### src/rtl/dacfe_pkg.sv
`timescale 1ns/1ps
package dacfe_pkg;
  localparam int DATA_W  = 16;
  localparam int FRAME_W = 24;
  localparam logic [2:0] ADDR_ALL = 3'b111;

  typedef enum logic [2:0] {
    CMD_WR_STAGE   = 3'b000,
    CMD_UPD_ONE    = 3'b001,
    CMD_WR_UPD_ALL = 3'b010,
    CMD_WR_UPD_ONE = 3'b011,
    CMD_IGN4       = 3'b100,
    CMD_IGN5       = 3'b101,
    CMD_SET_MASK   = 3'b110,
    CMD_SET_REF    = 3'b111
  } dac_cmd_e;

  typedef struct packed {
    logic [1:0]        spare;
    dac_cmd_e          cmd;
    logic [2:0]        addr;
    logic [DATA_W-1:0] data;
  } dac_word_t;
endpackage

### src/rtl/dacfe_sync.sv
`timescale 1ns/1ps
module dacfe_sync #(
  parameter int           W       = 4,
  parameter int           STAGES  = 2,
  parameter logic [W-1:0] RST_VAL = '0
) (
  input  logic         clk,
  input  logic         rst_n,
  input  logic [W-1:0] d,
  output logic [W-1:0] q,
  output logic [W-1:0] fall
);
  logic [W-1:0] stg_q [STAGES];
  logic [W-1:0] prev_q;

  generate
    for (genvar s = 0; s < STAGES; s++) begin : g_stage
      logic [W-1:0] src;
      if (s == 0) begin : g_first
        assign src = d;
      end else begin : g_next
        assign src = stg_q[s-1];
      end
      always_ff @(posedge clk or negedge rst_n) begin
        if (!rst_n) stg_q[s] <= RST_VAL;
        else        stg_q[s] <= src;
      end
    end
  endgenerate

  always_ff @(posedge clk or negedge rst_n) begin
    if (!rst_n) prev_q <= RST_VAL;
    else        prev_q <= stg_q[STAGES-1];
  end

  assign q    = stg_q[STAGES-1];
  assign fall = prev_q & ~q;
endmodule

### src/rtl/dacfe_shifter.sv
`timescale 1ns/1ps
module dacfe_shifter
  import dacfe_pkg::*;
(
  input  logic      clk,
  input  logic      rst_n,
  input  logic      sclk_fall,
  input  logic      sync_hi,
  input  logic      din,
  output logic      word_vld,
  output dac_word_t word
);
  localparam int CW = $clog2(FRAME_W + 1);

  logic [FRAME_W-1:0] sr_q, sr_d;
  logic [CW-1:0]      cnt_q, cnt_d;
  logic               shift_en, cnt_en;

  always_comb begin
    shift_en = sclk_fall & ~sync_hi & (cnt_q != CW'(FRAME_W));
    cnt_en   = sync_hi | shift_en;
    sr_d     = {sr_q[FRAME_W-2:0], din};
    cnt_d    = sync_hi ? '0 : cnt_q + CW'(1);
    word_vld = shift_en & (cnt_q == CW'(FRAME_W - 1));
    word     = dac_word_t'(sr_d);
  end

  always_ff @(posedge clk or negedge rst_n) begin
    if (!rst_n) begin
      sr_q  <= '0;
      cnt_q <= '0;
    end else begin
      if (shift_en) sr_q  <= sr_d;
      if (cnt_en)   cnt_q <= cnt_d;
    end
  end

  // exactly one word per select burst; the counter parks after it
  a_r2_word_parks: assert property (@(posedge clk) disable iff (!rst_n)
    word_vld |=> (cnt_q == CW'(FRAME_W)) && !word_vld);
  // a raised select leaves no partial count behind
  a_r11_abort_clears: assert property (@(posedge clk) disable iff (!rst_n)
    sync_hi |=> (cnt_q == '0));
endmodule

### src/rtl/dacfe_regbank.sv
`timescale 1ns/1ps
module dacfe_regbank
  import dacfe_pkg::*;
#(
  parameter int NCH = 4
) (
  input  logic                  clk,
  input  logic                  rst_n,
  input  logic                  word_vld,
  input  dac_cmd_e              cmd,
  input  logic [2:0]            addr,
  input  logic [DATA_W-1:0]     data,
  input  logic                  hw_load,
  output logic [NCH*DATA_W-1:0] dac_o,
  output logic                  ref_o
);
  logic [DATA_W-1:0] stg_q [NCH];
  logic [DATA_W-1:0] dac_q [NCH];
  logic [DATA_W-1:0] dac_d [NCH];
  logic [NCH-1:0]    mask_q;
  logic              ref_q;

  logic [NCH-1:0] sel, stg_we, dac_we;
  logic           addr_ok, mask_we, ref_we;

  always_comb begin
    addr_ok = (addr == ADDR_ALL) || (int'(addr) < NCH);
    mask_we = word_vld && (cmd == CMD_SET_MASK);
    ref_we  = word_vld && (cmd == CMD_SET_REF);
    for (int ch = 0; ch < NCH; ch++) begin
      sel[ch]    = addr_ok && ((addr == ADDR_ALL) || (addr == 3'(ch)));
      stg_we[ch] = 1'b0;
      dac_we[ch] = hw_load;
      dac_d[ch]  = stg_q[ch];
      if (word_vld) begin
        unique case (cmd)
          CMD_WR_STAGE: begin
            stg_we[ch] = sel[ch];
            if (sel[ch] && mask_q[ch]) begin
              dac_we[ch] = 1'b1;
              dac_d[ch]  = data;
            end
          end
          CMD_UPD_ONE: begin
            if (sel[ch]) dac_we[ch] = 1'b1;
          end
          CMD_WR_UPD_ALL: begin
            stg_we[ch] = sel[ch];
            if (addr_ok) begin
              dac_we[ch] = 1'b1;
              dac_d[ch]  = sel[ch] ? data : stg_q[ch];
            end
          end
          CMD_WR_UPD_ONE: begin
            stg_we[ch] = sel[ch];
            if (sel[ch]) begin
              dac_we[ch] = 1'b1;
              dac_d[ch]  = data;
            end
          end
          default: ;
        endcase
      end
    end
  end

  generate
    for (genvar ch = 0; ch < NCH; ch++) begin : g_ch
      always_ff @(posedge clk or negedge rst_n) begin
        if (!rst_n) begin
          stg_q[ch] <= '0;
          dac_q[ch] <= '0;
        end else begin
          if (stg_we[ch]) stg_q[ch] <= data;
          if (dac_we[ch]) dac_q[ch] <= dac_d[ch];
        end
      end
      assign dac_o[ch*DATA_W +: DATA_W] = dac_q[ch];
    end
  endgenerate

  always_ff @(posedge clk or negedge rst_n) begin
    if (!rst_n) begin
      mask_q <= '0;
      ref_q  <= 1'b0;
    end else begin
      if (mask_we) mask_q <= data[NCH-1:0];
      if (ref_we)  ref_q  <= data[0];
    end
  end

  assign ref_o = ref_q;

  // reference flag moves only on its own command
  a_r9_ref_cmd_only: assert property (@(posedge clk) disable iff (!rst_n)
    !(word_vld && cmd == CMD_SET_REF) |=> $stable(ref_q));
  // mask moves only on its own command
  a_r8_mask_cmd_only: assert property (@(posedge clk) disable iff (!rst_n)
    !(word_vld && cmd == CMD_SET_MASK) |=> $stable(mask_q));
  // outputs hold with no word and no strobe
  a_r12_idle_hold: assert property (@(posedge clk) disable iff (!rst_n)
    (!word_vld && !hw_load) |=> $stable(dac_o));
  // staging write with an all-clear mask leaves outputs untouched
  a_r3_stage_only: assert property (@(posedge clk) disable iff (!rst_n)
    (word_vld && cmd == CMD_WR_STAGE && !hw_load && mask_q == '0) |=> $stable(dac_o));
  // write-and-update on channel A lands the data word
  a_r5_wr_upd_a: assert property (@(posedge clk) disable iff (!rst_n)
    (word_vld && cmd == CMD_WR_UPD_ONE && (addr == 3'b000 || addr == ADDR_ALL))
      |=> (dac_o[DATA_W-1:0] == $past(data)));
endmodule

### src/rtl/quad_dac_frontend.sv
`timescale 1ns/1ps
module quad_dac_frontend
  import dacfe_pkg::*;
#(
  parameter int NCH         = 4,
  parameter int SYNC_STAGES = 2
) (
  input  logic                  clk,
  input  logic                  rst_n,
  input  logic                  sclk,
  input  logic                  sync_n,
  input  logic                  din,
  input  logic                  ldac_n,
  output logic [NCH*DATA_W-1:0] dac_out,
  output logic                  ref_en
);
  localparam int PIN_DIN  = 0;
  localparam int PIN_SCLK = 1;
  localparam int PIN_SYNC = 2;
  localparam int PIN_LDAC = 3;

  logic [1:0] rst_sq;
  logic       rst_int_n;

  always_ff @(posedge clk or negedge rst_n) begin
    if (!rst_n) rst_sq <= '0;
    else        rst_sq <= {rst_sq[0], 1'b1};
  end
  assign rst_int_n = rst_sq[1];

  logic [3:0] pin_lvl, pin_fall;
  logic       unused_bits;
  dac_word_t  word;
  logic       word_vld;

  dacfe_sync #(.W(4), .STAGES(SYNC_STAGES), .RST_VAL(4'b1110)) u_sync (
    .clk  (clk),
    .rst_n(rst_int_n),
    .d    ({ldac_n, sync_n, sclk, din}),
    .q    (pin_lvl),
    .fall (pin_fall)
  );

  assign unused_bits = ^{pin_fall[PIN_DIN], pin_fall[PIN_SYNC], pin_lvl[PIN_LDAC], word.spare};

  dacfe_shifter u_shift (
    .clk      (clk),
    .rst_n    (rst_int_n),
    .sclk_fall(pin_fall[PIN_SCLK]),
    .sync_hi  (pin_lvl[PIN_SYNC]),
    .din      (pin_lvl[PIN_DIN]),
    .word_vld (word_vld),
    .word     (word)
  );

  dacfe_regbank #(.NCH(NCH)) u_regs (
    .clk     (clk),
    .rst_n   (rst_int_n),
    .word_vld(word_vld),
    .cmd     (word.cmd),
    .addr    (word.addr),
    .data    (word.data),
    .hw_load (pin_fall[PIN_LDAC]),
    .dac_o   (dac_out),
    .ref_o   (ref_en)
  );
endmodule

### config.mk
export PLATFORM = sky130hd
export DESIGN_NAME = quad_dac_frontend
export DESIGN_NICKNAME = d
export VERILOG_FILES = /design/src/rtl/dacfe_pkg.sv /design/src/rtl/dacfe_sync.sv /design/src/rtl/dacfe_shifter.sv /design/src/rtl/dacfe_regbank.sv /design/src/rtl/quad_dac_frontend.sv
export SDC_FILE = /design/constraint.sdc
export NUM_CORES = 1
export LEC_CHECK = 0
export ABC_AREA = 1
export ABC_CLOCK_PERIOD_IN_PS = 5900
export BUFFER_PORTS_ARGS = -buffer_cell sky130_fd_sc_hd__buf_2
export CAP_MARGIN = 5
export CORE_MARGIN = 4
export CORE_UTILIZATION = 50
export CTS_CLUSTER_DIAMETER = 120
export DETAILED_ROUTE_END_ITERATION = 10
export MAX_ROUTING_LAYER = met4
export PLACE_DENSITY = 0.8
export SKIP_CTS_REPAIR_TIMING = 1
export SLEW_MARGIN = 20
export SYNTH_ARGS = -nofsm -noshare
export SYNTH_HDL_FRONTEND = slang
export SYNTH_SLANG_ARGS = --single-unit
### constraint.sdc
create_clock -name clk -period 5.9 [get_ports clk]
set_input_delay 0.885 -clock clk [delete_from_list [all_inputs] [get_ports clk]]
set_output_delay 0.885 -clock clk [all_outputs]
set_load 0.01 [all_outputs]
== Word-level counts from Yosys, hierarchy flattened ==
Index checks and enable logic that the tools add are counted.

* Bits in registers: 173
* Output and inout bits: 65

* $lt $le $gt $ge: 1
* Add/sub/neg operators: 1
* Mux-type cells: 46
* Reduce and logical (&&, ||, !) cells: 19
* Equal/unequal tests: 11
* Bitwise logic cells: 7

{| class="wikitable"
|+ Operator list
! kind !! number
|-
| 2-to-1 mux 16 bit || 16
|-
| one-hot mux 16 bit (3 select lines) || 4
|-
| 2-to-1 mux 1 bit || 21
|-
| equality test 3 x 2 -> 1 bit, second input constant || 4
|-
| one-hot mux 1 bit (3 select lines) || 4
|-
| logical AND 1 bit || 10
|-
| equality test 3 bit, second input constant || 3
|-
| equality test 3 x 1 -> 1 bit, second input constant || 2
|-
| logical NOT 3 bit || 2
|-
| adder 5 x 1 -> 5 bit, second input constant || 1
|-
| equality test 5 bit, second input constant || 1
|-
| logical OR 1 bit || 5
|-
| 2-to-1 mux 5 bit || 1
|-
| inequality test 5 bit, second input constant || 1
|-
| AND 4 bit || 1
|-
| NOT 4 bit || 1
|-
| AND 1 bit || 3
|-
| < comparator 3 bit, second input constant || 1
|-
| OR reduction 3 bit || 1
|-
| OR reduction 2 bit || 1
|-
| NOT 1 bit || 1
|-
| OR 1 bit || 1
|}

== Longest topological paths before layout ==
* Word-level depth: 7
* Depth in mapped cells: 12

== Modules after synthesis ==
A second synthesis with hierarchy kept.

* Cells, all modules: 1419
* Area total of the unflattened synthesis: 9992.1 um^2

{| class="wikitable"
|+ By module, submodules not included
! module !! cells each !! times used !! area an instance (um^2)
|-
| dacfe_regbank || 1266 || 1 || 8343.0
|-
| dacfe_shifter || 130 || 1 || 1243.7
|-
| dacfe_sync || 20 || 1 || 351.6
|-
| quad_dac_frontend || 3 || 1 || 53.8
|}

== Least setup slack after synthesis ==
OpenSTA, ideal clock, no wires.

* Path kind: reg2reg
* Start: register u_shift.cnt_q[0]
* End: register u_regs.dac_q, in the netlist u_regs.dac_o[16]
* Stages on the path, launching flop included: 11
* Setup time: 117 ps
* Arrival time: 1675 ps
* Clock period less this slack: 1792 ps
* Path slack: 4108 ps
* Buffers on the path: 3
* Path through: dfrtp_1 > ha_1 > nand2_1 > nor3_2 > nand3_1 > buf_2 > nand2_4 > buf_2 > buf_2 > nand3_1 > nand2_1

* Longest elaborated chain between the ends: 4
* Elaborated cells between the ends (all ways): 6
* Classes of those cells: 2 x eq/ne; 2 x mux; 2 x bitwise

{| class="wikitable"
|+ RTL lines
! item !! line !! text
|-
| start, declared || dacfe_shifter.sv:16 || <nowiki>logic [CW-1:0] cnt_q, cnt_d;</nowiki>
|-
| start signal, assigned || dacfe_shifter.sv:34 || <nowiki>if (cnt_en) cnt_q <= cnt_d;</nowiki>
|-
| inequality test 5 bit || dacfe_shifter.sv:20 || <nowiki>shift_en = sclk_fall & ~sync_hi & (cnt_q != CW'(FRAME_W));</nowiki>
|-
| AND 1 bit || dacfe_shifter.sv:20 ||
|-
| AND 1 bit (*) || dacfe_shifter.sv:24 || <nowiki>word_vld = shift_en & (cnt_q == CW'(FRAME_W - 1));</nowiki>
|-
| 2-to-1 mux 16 bit / 2-to-1 mux 1 bit (equally long branches) || dacfe_regbank.sv:35 || <nowiki>if (word_vld) begin</nowiki>
|-
| end signal, assigned by index || dacfe_regbank.sv:75 || <nowiki>if (dac_we[ch]) dac_q[ch] <= dac_d[ch];</nowiki>
|-
| end, declared || dacfe_regbank.sv:18 || <nowiki>logic [DATA_W-1:0] dac_q [NCH];</nowiki>
|}

Every way passes the cells marked *; elsewhere a longest branch is shown, timed or not.
A chain may end at the register's enable or synchronous reset.

== Worst setup path in the final report ==
* Start: register u_shift.cnt_q[0]
* End: register u_regs.stg_q[8] (netlist bit)

* Longest elaborated chain between the ends: 4
* Elaborated cells between the ends (all ways): 5
* Classes of those cells: 2 x eq/ne; 1 x mux; 2 x bitwise

{| class="wikitable"
|+ RTL lines
! item !! line !! text
|-
| inequality test 5 bit || dacfe_shifter.sv:20 ||
|-
| AND 1 bit || dacfe_shifter.sv:20 ||
|-
| AND 1 bit (*) || dacfe_shifter.sv:24 ||
|-
| 2-to-1 mux 1 bit (*) || dacfe_regbank.sv:35 ||
|-
| end signal, assigned by index || dacfe_regbank.sv:74 || <nowiki>if (stg_we[ch]) stg_q[ch] <= data;</nowiki>
|-
| end, declared || dacfe_regbank.sv:17 || <nowiki>logic [DATA_W-1:0] stg_q [NCH];</nowiki>
|}

Marked as above.

==> key figures <==
Clock tree
  – Number of sinks driven by the clock tree: 171
  – Clock input transition at the sequential cells of the worst setup and hold paths: 0.06 ns
  – Clock insertion delay at the later pin of the skew report: 0.43 ns
  – Root buf cell: clkbuf_16
  – TritonCTS buffer count: 17
  – Buffer depth of the longest clock path: 2
  – # H-tree levels: 4
  – Clock tree from TritonCTS: built

STA
  – Setup violation total in the final timing report: 0
  – Tightest Pin Transition: 1.07 ns
  – Post-Route Skew: 0.00796 ns
  – Final slew viol count: 0
  – Final setup TNS: 0 ns
  – Max frequency: 338 MHz
  – Unrepaired setup endpoints after global routing: no
  – Final Hold Violating Endpoints: 0
  – Final period demand of the worst path: 2.96 ns
  – Hold Worst Slack: 0.224 ns
  – Worst slew margin: 0.284
  – Tcrit/Tclk final: 0.501

Critical path
  – Top cell family by delay on the critical path: simple AND/OR/NAND/NOR gates
  – Worst path arrival time: 3.27 ns
  – Critical Path End Type: register
  – Data required time at the worst endpoint: 6.22 ns
  – Cells along the critical path: ha_1 -> nand2_1 -> nor3_2 -> nand3_1 -> buf_4 -> inv_2 -> nand3_1 -> o21ai_0
  – CP max FO: 32
  – Number of buffers and inverters on the critical path: 2
  – Crit path launch type: register
  – R2R depth: 8
  – Worst r2r dst: u_regs.stg_q[8]
  – Setup slack, reg-to-reg: 2.94 ns
  – Classification of the worst setup path: reg2reg
  – Crit Reg-Reg Startpoint: u_shift.cnt_q[0]
  – CP most frequent cell: nand3_1
  – Slowest stage cell on the critical path: nand3_1
  – Worst stage delay on the critical path: 0.85 ns

Final layout
  – Share of cells above drive strength 1: 0.132
  – Final core area utilization: 0.578
  – Commonest non-fill, non-tap cell in the layout: nand2_1
  – Signed area change from the synthesized netlist to the final layout: 12.1%
  – Commonest cells after routing, fill and taps aside: nand2_1, dfrtp_1, nand3_1
  – Final-stage net count: 1100

GRT
  – Via count of the first global-routing pass: 6826
  – All-Layer GR Usage: 0.257
  – First-pass GRT wire length: 35800 um
  – Global route total overflow: 0
  – Number of antenna violations at the first check in global routing: 0
  – Maximum number of pins on one net before global-route repair: 69

Place
  – Quantity of I/O buffers inserted on ports: 70
  – Estimated wirelength of the detail-placed design: 14200 um
  – Last weighted congestion value of the routability-driven placer: 0.987

Detailed routing
  – WL final: 22400 um
  – Detailed-route wire length per cell: 16.9 um
  – Pre-antenna DRT Iters: 5
  – DRC marker count from the first detailed-route iteration: 1049
  – Via count: 7373
  – Average via count per standard cell: 5.58
  – Number of nets with antenna violations after detailed routing: 0
  – DR DRC count: 0

Logic synthesis
  – Ys async rst share: 1.00
  – Post-synthesis average cell area: 7.83 um^2
  – Post-synth top flop: dfrtp_1
  – Cell type with the largest total area after synthesis: dfrtp_1
  – Post-synth EDFFs: 0
  – Synth Register Bits: 171
  – Synthesized area: 8280 um^2
  – Post-synth net total: 1066
  – Share of the yosys chip area belonging to registers: 0.518
  – Synth warn: 0
  – Number of library cell types mapped by synthesis: 33
  – Top-area cell type share of the netlist area: 0.493
  – Cell types occupying the most area after synthesis: dfrtp_1, nand2_1, nand3_1
  – Post-synthesis instance total: 1058

Pwr
  – Final Total Pwr: 2.52 mW
  – Leakage power: 5.17 nW
  – Power density over the cells: 271 nW/um^2
  – Worst supply voltage drop on vdd: 0.204 mV

Floorplan
  – Core footprint: 16100 um^2
  – Initial Utilization: 0.516
  – Die height: 137 um
  – Die outline area: 18700 um^2
  – Site Rows: 46
  – I/O pin count: 71
  – Die width: 137 um

Status
  – Run status: complete, no violations

Min path
  – Worst Hold Class: in2async

Flow run
  – Max-cap violations: 0
cell type report:
type                    count  area [um^2]
diodes                      1         2.50
clock buffers              24          492
clock inverters             8          131
fillers                  1415         6770
inverters                  56          210
multi-input cells         771         3500
flip-flops and latches    171         4290
well taps                 216          270
repair buffers             75          388
sequential cells by signal (all words and copies together) (netlist names):
name	count
u_sync.q	4
u_regs.dac_o	64
rst_sq	2
u_sync.g_stage.src	4
u_shift.cnt_q	5
u_regs.mask_q	4
u_regs.ref_o	1
u_sync.prev_q	2
u_regs.stg_q	64
u_shift.sr_q	21
where the power goes:
part | internal [mW] | switching, mW | leakage, nW
Sequential | 1.19 | 0.0592 | 2.35
Clock | 0.716 | 0.456 | 0.303
Combinational | 0.0136 | 0.0817 | 2.52
logic make-up after synthesis:
logic type / share of synthesized area
compound gates: 0.103
fa+ha+maj: 0.00302
buf+inv: 0.0601
flops: 0.518
other cells: 0.000453
simple gates: 0.316
worst max-delay path by stage:
stage / startpoint / end / cells past startpoint
6_report: u_shift.cnt_q[0] / u_regs.stg_q[8] / 8
3_3_place_gp: u_shift.cnt_q[0] / u_regs.stg_q[39] / 9
4_1_cts: u_shift.cnt_q[0] / u_regs.stg_q[37] / 9
5_1_grt: u_shift.cnt_q[0] / u_regs.stg_q[15] / 8
2_1_floorplan: rst_sq[1] / u_regs.dac_o[0] / 0
3_5_place_dp: u_shift.cnt_q[0] / u_regs.stg_q[34] / 9
Yosys cell counts (all sizes together), types with 5 or more instances:
library cell	count
nand2	452
dfrtp	163
o211ai	16
o21bai	17
buf	34
o21ai	112
clkbuf	26
dfstp	8
inv	54
nand4	21
nand3	128
nor2	7
a21oi	5
metrics by stage:
stage / instance area, um^2 / worst slack (ns) / std cells
after floorplan: 8280 / 0.796 / 1058
after global placement: 8660 / 3.00 / 1289
after detailed placement: 8660 / 2.94 / 1289
after CTS: 9280 / 2.83 / 1321
after global routing: 9280 / 2.62 / 1321
final: 9290 / 2.94 / 1322
routing by layer:
metal,GRT usage,vias to the layer above,wire [um]
li1,-,3527,-
met1,0.351,3409,9440
met2,0.367,366,9690
met3,0.0540,71,2260
met4,0.122,0,974
met5,-,-,0
Power figures use the tool's default switching activity.
